## src/rtl/mant_denorm_pkg.sv

```systemverilog
package mant_denorm_pkg;

  // Default geometry of the extended-precision operand.
  localparam int DN_MANT_W  = 64;
  localparam int DN_GUARD_W = 8;
  localparam int DN_EXP_W   = 15;
  localparam int DN_CNT_W   = 8;

  // Which rule forms the guard byte for a given shift count.
  typedef enum logic [1:0] {
    RNG_EXACT    = 2'd0,  // no bits lost below the guard byte
    RNG_STICKY   = 2'd1,  // lost bits fold into guard bit 0
    RNG_COLLAPSE = 2'd2   // whole mantissa collapses into sticky
  } shift_range_e;

endpackage

```

## src/rtl/dn_classify.sv

```systemverilog
module dn_classify
  import mant_denorm_pkg::*;
#(
  parameter int CNT_W   = DN_CNT_W,
  parameter int MANT_W  = DN_MANT_W,
  parameter int GUARD_W = DN_GUARD_W
) (
  input  logic [CNT_W-1:0] cnt,
  output shift_range_e     rng
);
  localparam int LIMIT = MANT_W + GUARD_W;

  function automatic shift_range_e classify(input logic [CNT_W-1:0] c);
    if (int'(c) <= GUARD_W)    return RNG_EXACT;
    else if (int'(c) < LIMIT)  return RNG_STICKY;
    else                       return RNG_COLLAPSE;
  endfunction

  assign rng = classify(cnt);
endmodule

```

## src/rtl/dn_sticky.sv

```systemverilog
module dn_sticky #(
  parameter int CNT_W   = 8,
  parameter int MANT_W  = 64,
  parameter int GUARD_W = 8
) (
  input  logic [MANT_W-1:0] mant,
  input  logic [CNT_W-1:0]  cnt,
  output logic              sticky_hit,
  output logic              mant_nz
);
  localparam int LIMIT = MANT_W + GUARD_W;

  // A mantissa bit i is lost below the guard byte when cnt > i + GUARD_W.
  logic [MANT_W-1:0] lost_mask;

  for (genvar i = 0; i < MANT_W; i++) begin : g_mask
    assign lost_mask[i] = (int'(cnt) > i + GUARD_W);
  end

  assign sticky_hit = |(mant & lost_mask);
  assign mant_nz    = |mant;

  // at collapse counts every mantissa bit is lost, so sticky equals nonzero
  always_comb begin
    if (int'(cnt) >= LIMIT) begin
      a_r5_collapse_sticky: assert (sticky_hit == mant_nz);
    end
  end
endmodule

```

## src/rtl/dn_align.sv

```systemverilog
module dn_align
  import mant_denorm_pkg::*;
#(
  parameter int CNT_W   = DN_CNT_W,
  parameter int MANT_W  = DN_MANT_W,
  parameter int GUARD_W = DN_GUARD_W
) (
  input  logic [MANT_W-1:0]  mant,
  input  logic [CNT_W-1:0]   cnt,
  input  shift_range_e       rng,
  input  logic               sticky_hit,
  input  logic               mant_nz,
  output logic [MANT_W-1:0]  mant_o,
  output logic [GUARD_W-1:0] guard_o
);
  localparam int EXT_W = MANT_W + GUARD_W;

  logic [EXT_W-1:0] ext;
  logic [EXT_W-1:0] shifted;

  function automatic logic [EXT_W-1:0] shift_ext(input logic [EXT_W-1:0] v,
                                                 input logic [CNT_W-1:0] c);
    return v >> c;
  endfunction

  assign ext     = {mant, {GUARD_W{1'b0}}};
  assign shifted = shift_ext(ext, cnt);

  always_comb begin
    unique case (rng)
      RNG_COLLAPSE: begin
        mant_o  = '0;
        guard_o = {{(GUARD_W-1){1'b0}}, mant_nz};
      end
      RNG_STICKY: begin
        mant_o  = shifted[EXT_W-1:GUARD_W];
        guard_o = shifted[GUARD_W-1:0] | {{(GUARD_W-1){1'b0}}, sticky_hit};
      end
      default: begin
        mant_o  = shifted[EXT_W-1:GUARD_W];
        guard_o = shifted[GUARD_W-1:0];
      end
    endcase
  end

  // small counts never lose bits below the guard byte
  always_comb begin
    if (rng == RNG_EXACT) begin
      a_r2_no_sticky_loss: assert (!sticky_hit);
    end
  end
endmodule

```

## src/rtl/dn_expo.sv

```systemverilog
module dn_expo #(
  parameter int EXP_W = 15,
  parameter int CNT_W = 8
) (
  input  logic [EXP_W-1:0] exp_i,
  input  logic [CNT_W-1:0] cnt,
  output logic [EXP_W-1:0] exp_o
);
  function automatic logic [EXP_W-1:0] bump(input logic [EXP_W-1:0] e,
                                            input logic [CNT_W-1:0] c);
    return e + EXP_W'(c);
  endfunction

  assign exp_o = bump(exp_i, cnt);
endmodule

```

## src/rtl/mant_denorm_shifter.sv

```systemverilog
module mant_denorm_shifter
  import mant_denorm_pkg::*;
#(
  parameter int MANT_W  = DN_MANT_W,
  parameter int GUARD_W = DN_GUARD_W,
  parameter int EXP_W   = DN_EXP_W,
  parameter int CNT_W   = DN_CNT_W
) (
  input  logic               clk,
  input  logic               rst,
  input  logic               in_valid,
  input  logic [MANT_W-1:0]  in_mant,
  input  logic [GUARD_W-1:0] in_guard,
  input  logic [EXP_W-1:0]   in_exp,
  input  logic [CNT_W-1:0]   in_count,
  output logic               out_valid,
  output logic [MANT_W-1:0]  out_mant,
  output logic [GUARD_W-1:0] out_guard,
  output logic [EXP_W-1:0]   out_exp
);
  localparam int LIMIT = MANT_W + GUARD_W;
  localparam int HALF  = MANT_W / 2;

  shift_range_e       rng;
  logic               sticky_hit;
  logic               mant_nz;
  logic [MANT_W-1:0]  mant_nx;
  logic [GUARD_W-1:0] guard_nx;
  logic [EXP_W-1:0]   exp_nx;
  logic               guard_unused;

  // The incoming guard byte is discarded by definition.
  assign guard_unused = ^in_guard;

  dn_classify #(.CNT_W(CNT_W), .MANT_W(MANT_W), .GUARD_W(GUARD_W)) u_class (
    .cnt (in_count),
    .rng (rng)
  );

  dn_sticky #(.CNT_W(CNT_W), .MANT_W(MANT_W), .GUARD_W(GUARD_W)) u_sticky (
    .mant       (in_mant),
    .cnt        (in_count),
    .sticky_hit (sticky_hit),
    .mant_nz    (mant_nz)
  );

  dn_align #(.CNT_W(CNT_W), .MANT_W(MANT_W), .GUARD_W(GUARD_W)) u_align (
    .mant       (in_mant),
    .cnt        (in_count),
    .rng        (rng),
    .sticky_hit (sticky_hit),
    .mant_nz    (mant_nz),
    .mant_o     (mant_nx),
    .guard_o    (guard_nx)
  );

  dn_expo #(.EXP_W(EXP_W), .CNT_W(CNT_W)) u_expo (
    .exp_i (in_exp),
    .cnt   (in_count),
    .exp_o (exp_nx)
  );

  always_ff @(posedge clk) begin
    if (rst) begin
      out_valid <= 1'b0;
      out_mant  <= '0;
      out_guard <= '0;
      out_exp   <= '0;
    end else begin
      out_valid <= in_valid;
      if (in_valid) begin
        out_mant  <= mant_nx;
        out_guard <= guard_nx;
        out_exp   <= exp_nx;
      end
    end
  end

  // exponent grows by the count
  a_r1_exp_sum: assert property (@(posedge clk) disable iff (rst)
    out_valid |-> out_exp == EXP_W'($past(in_exp) + EXP_W'($past(in_count))));

  // large counts clear the mantissa and leave one sticky bit
  a_r5_collapse: assert property (@(posedge clk) disable iff (rst)
    (out_valid && int'($past(in_count)) >= LIMIT) |->
      (out_mant == '0 && out_guard == {{(GUARD_W-1){1'b0}}, |$past(in_mant)}));

  // upper half empty for mid-range counts
  a_r6_upper_zero: assert property (@(posedge clk) disable iff (rst)
    (out_valid && int'($past(in_count)) >= HALF && int'($past(in_count)) < LIMIT)
      |-> out_mant[MANT_W-1:HALF] == '0);

  // a result only follows a sampled valid input
  a_r8_valid_follows: assert property (@(posedge clk) disable iff (rst)
    out_valid |-> $past(in_valid));
endmodule

```

## config.mk

```make
export PLATFORM = sky130hd
export DESIGN_NAME = mant_denorm_shifter
export DESIGN_NICKNAME = d
export VERILOG_FILES = /design/src/rtl/mant_denorm_pkg.sv /design/src/rtl/dn_classify.sv /design/src/rtl/dn_sticky.sv /design/src/rtl/dn_align.sv /design/src/rtl/dn_expo.sv /design/src/rtl/mant_denorm_shifter.sv
export SDC_FILE = /design/constraint.sdc
export NUM_CORES = 1
export LEC_CHECK = 0
export CAP_MARGIN = 20
export CORE_ASPECT_RATIO = 2
export CORE_UTILIZATION = 53
export CTS_CLUSTER_SIZE = 10
export DETAILED_ROUTE_END_ITERATION = 8
export PLACE_DENSITY = 0.94
export SLEW_MARGIN = 20
export SYNTH_ARGS = -nofsm -noshare
export SYNTH_HDL_FRONTEND = slang
export SYNTH_SLANG_ARGS = --single-unit
```

## constraint.sdc

```tcl
create_clock -name clk -period 3 [get_ports clk]
set_input_delay 0.45 -clock clk [delete_from_list [all_inputs] [get_ports clk]]
set_output_delay 0.45 -clock clk [all_outputs]
set_load 0.1 [all_outputs]
```

==> reports/metrics.yaml, run 1 <==
gp_congestion: 1.14
port_buffers: 177
synth_compound_area_frac: 0.240
synthAdderAreaFrac: 0.0140
synth_xor_area_frac: 0.0112
cts_setup_buffers: 0
grt_max_degree: 51
muxShareOfSynthArea: 0.262
synth_fp_nets: 1201
cts_sinks: 88
place_area_um2: 11200
std_cell_rows: 65
ys_top_cells_by_area: "dfxtp_1, mux4_2, mux2i_1, nand2_1, nor2_1"
htreeDepth: 3
outcome: "stopped before the end"
synth_area_um2: 8570
grt-ovfl-total: 1
grt_usage: 0.573
grt_pass1_vias: 12063
numCtsBuffers: 9
yosysWarnings: 0
synthSimpleGateAreaFrac: 0.209
die_y_um: 182
syn_avg_cell_area_um2: 7.84
initial_core_util: 0.543
synth_cell_types: 73
ys_seq_area_frac: 0.205
lastStage: "5_1_grt"
synth_top_family_by_area: "multiplexers"
cts.hold.buffers_added: 0
syn_inst: 1094
synth_top_cell_area_share: 0.205
cts_buffer_depth: 2
hpwl_um: 34600
grt_pass1_wl_um: 72500
ys_dominant_reg_cell: "dfxtp_1"
clock-root-buffer: "clkbuf_16"
cts_resized: 0
die_w_um: 91.9
synth.ff_latch_count: 88
synth_edf_count: 0
stop_error: "[ERROR GRT-0116] Global routing finished with congestion. Check the congestion regions in the DRC Viewer."
ios: 186
synthArstFlopShare: 0
synth_top_area_cell: "dfxtp_1"
cells by family after synthesis:
kind of cell / after synthesis
and+or+nand+nor: 400
AOI/OAI and AO/OA: 307
xor gates and xnor gates: 11
buffers and inverters: 113
adders and majority gates: 9
DFF: 88
muxes: 166
routing by layer:
| metal | GRT usage | overflow |
|---|---|---|
| met1 | 0.553 | 0 |
| met2 | 0.859 | 0 |
| met3 | 0.247 | 0 |
| met4 | 0.625 | 1 |
| met5 | 0 | 0 |
synthesized netlist by cell type (8+ instances only):
master / n
nand2_1: 157
buf_2: 24
nand3_1: 13
a221o_1: 15
o211ai_1: 11
clkbuf_1: 43
mux2i_1: 84
nand2b_1: 10
inv_1: 17
a22oi_1: 29
mux2_2: 30
o22ai_1: 13
nor2_1: 135
a211oi_1: 12
nor4_1: 14
a21oi_1: 64
buf_1: 17
o21ai_0: 46
o221ai_1: 13
mux2_1: 9
dfxtp_1: 88
o21ai_1: 35
a2bb2oi_1: 8
mux4_2: 43
nor3_1: 13
ha_1: 8
stage by stage:
step | worst slack (ns) | std cells | TNS [ns]
floorplan | 0.478 | 1094 | 0
detailed placement | -0.133 | 1533 | -0.428
global placement | -0.103 | 1533 | -0.103
CTS | 0.174 | 1549 | 0
==> run 2, diff against run 1 <==
CORE_ASPECT_RATIO = unset   (was 2)
CORE_UTILIZATION = 40   (was 53)
CTS_CLUSTER_SIZE = unset   (was 10)
PLACE_DENSITY = unset   (was 0.94)
PLACE_DENSITY_LB_ADDON = 0.15   (was unset)
==> run 2 against run 1 <==
  * The flow now finishes without violations
  * Synthesized cell count unchanged
  * Area after synthesis unchanged
==> reports/metrics.yaml, run 2 <==
synth_edf_count: 0
cpMostUsedCell: "nand2_1"
cts_buffer_depth: 2
fin_util: 0.535
slew_headroom: 0.563
vias: 9986
fin_ws_ns: 0.193
nets: 1414
synth_compound_area_frac: 0.240
leakagePower_nw: 4.64
seqPwrFrac: 0.292
crit_family: "simple AND/OR/NAND/NOR gates"
place_ws_ns: -0.0531
synth_top_area_cell: "dfxtp_1"
worstMarginPinSlew_ns: 0.639
die_area_um2: 22000
port_buffers: 177
fin_skew_ns: 0
fin_crit_sh: 0.936
synth_xor_area_frac: 0.0112
cts_resized: 0
yosys-top-cells-count: "nand2_1, nor2_1, dfxtp_1"
ys_seq_area_frac: 0.205
peakVddDrop_mv: 0.257
cp_cell_sequence: "clkdlybuf4s50_1, or2_1, nor2_1, buf_4, nand2_1, a32oi_1, nand2_1, a2111oi_0, and4_1, o211ai_1"
rrSetupSlack_ns: 2.17
hpwl_um: 31000
regArea_um2: 1760
top_usage_layer: "met2"
worstSetupPathType: "in -> reg"
synth.ff_latch_count: 88
dr.pass1.iters: 6
drc: 0
yosysWarnings: 0
cts_sinks: 88
grt_pass1_vias: 9633
insertion_delay_ns: 0.35
rsz0062_at_grt: "false"
synthAdderAreaFrac: 0.0140
cpMaxStageDelayCell: "a2111oi_0"
synth_top_cell_area_share: 0.205
finalCriticalPeriod_ns: 2.81
yosysMostFrequentCell: "nand2_1"
drv_slew: 0
core_um2: 21000
grt.met3_usage: 0.0939
max_freq_ghz: 0.356
die_w_um: 148
reg.largest.list: "out_mant (64), out_exp (15), out_guard (8)"
hold_class: "reg -> reg"
syn_avg_cell_area_um2: 7.84
grt_max_degree: 53
path_max_fanout: 9
ys_dominant_reg_cell: "dfxtp_1"
drv_cap: 0
htreeDepth: 3
regMostFlops: "out_mant"
ant_nets: 0
synth_area_um2: 8570
pwr-share-comb: 0.450
cp.required_ns: 3.22
numCtsBuffers: 9
clock-root-buffer: "clkbuf_16"
synth_cell_types: 73
antenna_found_initial: 0
drive_gt1_frac: 0.240
area_growth_pct: 31.2
tns_ns: 0
grt-ovfl-total: 0
met1_usage: 0.458
synthArstFlopShare: 0
synthSimpleGateAreaFrac: 0.209
die_y_um: 148
use_met2: 0.552
grt_usage: 0.353
muxShareOfSynthArea: 0.262
cp_num_buf_inv: 2
multiInputGateArea_um2: 6320
std_cell_rows: 53
largest_reg_flops: 64
synth_fp_nets: 1201
ys_top_cells_by_area: "dfxtp_1, mux4_2, mux2i_1, nand2_1, nor2_1"
cp_slowest_stage_delay_ns: 0.52
cts.hold.buffers_added: 0
switching_share: 0.414
ios: 186
finalSetupViolCount: 0
antennaDiodeCount: 0
path_clk_slew_ns: 0.06
first_iter_violations: 1222
vias_per_cell: 6.29
fill_cells: 2110
grt_pass1_wl_um: 58100
p_int_mw: 2.49
outcome: "finished clean"
final_common_cell: "buf_4"
wl_um: 38700
initial_core_util: 0.408
detail_route.wl_per_cell_um: 24.4
cp-start-kind: "primary input"
clockPowerShare: 0.258
report.final.hold_viol_count: 0
final_cell_mix: "buf_4, nand2_1, nor2_1"
p_switching_mw: 1.75
syn_inst: 1094
cts_setup_buffers: 0
gp_congestion: 1.00
synth_top_family_by_area: "multiplexers"
power_per_cell_area_nw_per_um2: 377
worst_setup_path_end_kind: "register"
cts_tree: "yes"
worstPathArrival_ns: 3.03
run 2: kinds of logic after synthesis:
| kind of cell | Yosys count |
|---|---|
| AO/OA/AOI/OAI | 307 |
| XOR/XNOR | 11 |
| adder cells (fa/ha/maj) | 9 |
| buffers and inverters | 113 |
| flip-flops | 88 |
| multiplexers | 166 |
| AND/OR/NAND/NOR | 400 |
run 2: area by class of cell:
class | count | area share
clock buffers | 9 | 0.0200
clock inverters | 7 | 0.00545
inverters | 20 | 0.00667
multi-input cells | 893 | 0.561
flip-flops and latches | 88 | 0.157
well taps | 275 | 0.0306
repair buffers | 295 | 0.219
run 2: worst min-delay path, delay by kind of cell, from the launching register on:
kind             cells  cell delay [ns]
and+or+nand+nor      2             0.09
DFF                  1             0.32
run 2: path summary, 6_finish.rpt:
| kind | startpoint | endpoint | cells after the start |
|---|---|---|---|
| max | in_count[6] | out_guard[0]$_SDFFE_PP0P_ | 10 |
| min | out_mant[26]$_SDFFE_PP0P_ | out_mant[26]$_SDFFE_PP0P_ | 2 |
| max reg2reg | out_guard[4]$_SDFFE_PP0P_ | out_guard[4]$_SDFFE_PP0P_ | 4 |
| min reg2reg | out_mant[26]$_SDFFE_PP0P_ | out_mant[26]$_SDFFE_PP0P_ | 2 |
run 2: power by group through the flow:
stage               sequential [mW]  clock, mW  combinational (mW)
finish                         1.24       1.10                1.91
global route                   1.24       1.17                2.00
CTS                            1.24       1.11                1.87
detailed placement             1.26          0                1.87
global placement               1.26          0                1.86
floorplan                      1.56          0               0.864
run 2: stage by stage:
step / instance area (um2) / hold slack (ns) / instances / total power, mW
6_report: 11300 / 0.451 / 1587 / 4.24
5_1_grt: 11300 / 0.480 / 1587 / 4.41
4_1_cts: 11300 / 0.451 / 1587 / 4.21
3_5_place_dp: 11000 / 0.442 / 1571 / 3.13
3_3_place_gp: 11000 / 0.439 / 1571 / 3.12
2_1_floorplan: 8570 / 0.637 / 1094 / 2.42
run 2: routing by layer:
metal | vias to the layer above | part of all wire
met5 | - | 0
met4 | 0 | 0.040
met3 | 109 | 0.11
met2 | 627 | 0.45
met1 | 4722 | 0.40
li1 | 4528 | -
Note: power is estimated with default switching activity, not from simulation.
==> run 3, diff against run 2 <==
DONT_BUFFER_PORTS = 1   (was unset)
==> run 3 against run 2 <==
  * Clock skew unchanged
  * Cell area decreased by 20%
  * Register-to-register slack got worse by 0.76 ns
  * Fmax increased by 27%
  * Global-route usage decreased by 2.9 points
  * Setup slack improved by 0.60 ns
  * Critical path depth decreased by 2
  * Largest cell class unchanged
==> reports/metrics.yaml, run 3 (synthesis results as in run 2) <==
outcome: "finished clean"
leakagePower_nw: 3.36
final_common_cell: "nand2_1"
fin_crit_sh: 0.735
std_cell_rows: 53
fin_skew_ns: 0
max_freq_ghz: 0.453
die_y_um: 148
numCtsBuffers: 9
htreeDepth: 3
ios: 186
antennaDiodeCount: 0
gp_congestion: 0.997
port_buffers: 0
die_w_um: 148
drv_cap: 0
ant_nets: 0
total_power_mw: 3.71
cts_tree: "yes"
initial_core_util: 0.408
cts_resized: 0
hpwl_um: 27300
vias: 8829
grt_pass1_wl_um: 53400
worstMarginPinSlew_ns: 1.04
antenna_found_initial: 0
worstSetupPathType: "in -> reg"
drive_gt1_frac: 0.123
vias_per_cell: 6.69
drv_slew: 0
regMostFlops: "out_mant"
report.final.hold_viol_count: 0
final_cell_mix: "nand2_1, nor2_1, dfxtp_1"
hold_class: "in -> reg"
core_um2: 21000
dp.cells: 1303
cts_sinks: 88
instances_no_fill: 1319
die_area_um2: 22000
fin_util: 0.428
nets: 1146
grt_pass1_vias: 8384
place_ws_ns: 0.447
drc: 0
dr.pass1.iters: 5
grt_usage: 0.324
grt_max_degree: 86
cp.required_ns: 3.22
peakVddDrop_mv: 0.314
largest_reg_flops: 64
tns_ns: 0
first_iter_violations: 951
path_clk_slew_ns: 0.07
detail_route.wl_per_cell_um: 27.2
area_growth_pct: 5.03
cp-start-kind: "primary input"
power_per_cell_area_nw_per_um2: 412
grt-ovfl-total: 0
finalCriticalPeriod_ns: 2.21
slew_headroom: 0.305
finalSetupViolCount: 0
cts_setup_buffers: 0
insertion_delay_ns: 0.34
fin_ws_ns: 0.795
rsz0062_at_grt: "false"
worstPathArrival_ns: 2.43
path_max_fanout: 81
cts_buffer_depth: 2
rrSetupSlack_ns: 1.41
wl_um: 35900
reg.largest.list: "out_mant (64), out_exp (15), out_guard (8)"
clock-root-buffer: "clkbuf_16"
worst_setup_path_end_kind: "register"
cts.hold.buffers_added: 0
-- run 3: changes by cell type in the layout (fill, tap and decap cells not counted), sizes merged --
cell           change
clkbuf             +2
buf              -186
clkdlybuf4s50     -82
inv                -2
-- run 3: final timing paths --
check / startpoint / to / cells after the start
min: rst / out_exp[5]$_SDFFE_PP0P_ / 1
max: in_count[3] / out_guard[0]$_SDFFE_PP0P_ / 8
max reg2reg: out_guard[4]$_SDFFE_PP0P_ / out_guard[4]$_SDFFE_PP0P_ / 4
min reg2reg: out_guard[3]$_SDFFE_PP0P_ / out_guard[3]$_SDFFE_PP0P_ / 2
-- run 3: cell type report --
class | count | area [um2]
Fill cell | 2154 | 12000
Sequential cell | 88 | 1760
Multi-Input combinational cell | 893 | 6320
Timing Repair Buffer | 27 | 228
Clock inverter | 5 | 38.8
Inverter | 20 | 75.1
Clock buffer | 11 | 243
Tap cell | 275 | 344
-- run 3: report_power, final --
part	internal, mW	switching [mW]
clock	0.591	0.488
sequential	1.21	0.328
combinational	0.458	0.638
-- run 3: per-stage QoR --
stage / cell area [um2] / hold WS (ns)
2_1_floorplan: 8570 / 0.637
3_3_place_gp: 8720 / 0.524
3_5_place_dp: 8720 / 0.526
4_1_cts: 9010 / 0.162
5_1_grt: 9010 / 0.166
6_report: 9010 / 0.173
-- run 3: per-layer routing --
layer | global-route usage | routed length [um]
met1 | 0.430 | 14700
met3 | 0.0687 | 3430
met4 | 0.114 | 1210
met2 | 0.517 | 16600
met5 | 0 | 0
-- run 3: worst max-delay path, stage by stage --
cell,delay [ns]
nor2b_1,0.30
nand2_1,0.20
o311a_1,0.32
a2111oi_0,0.46
a21oi_1,0.12
nor3_1,0.20
and4_1,0.25
o211ai_1,0.08
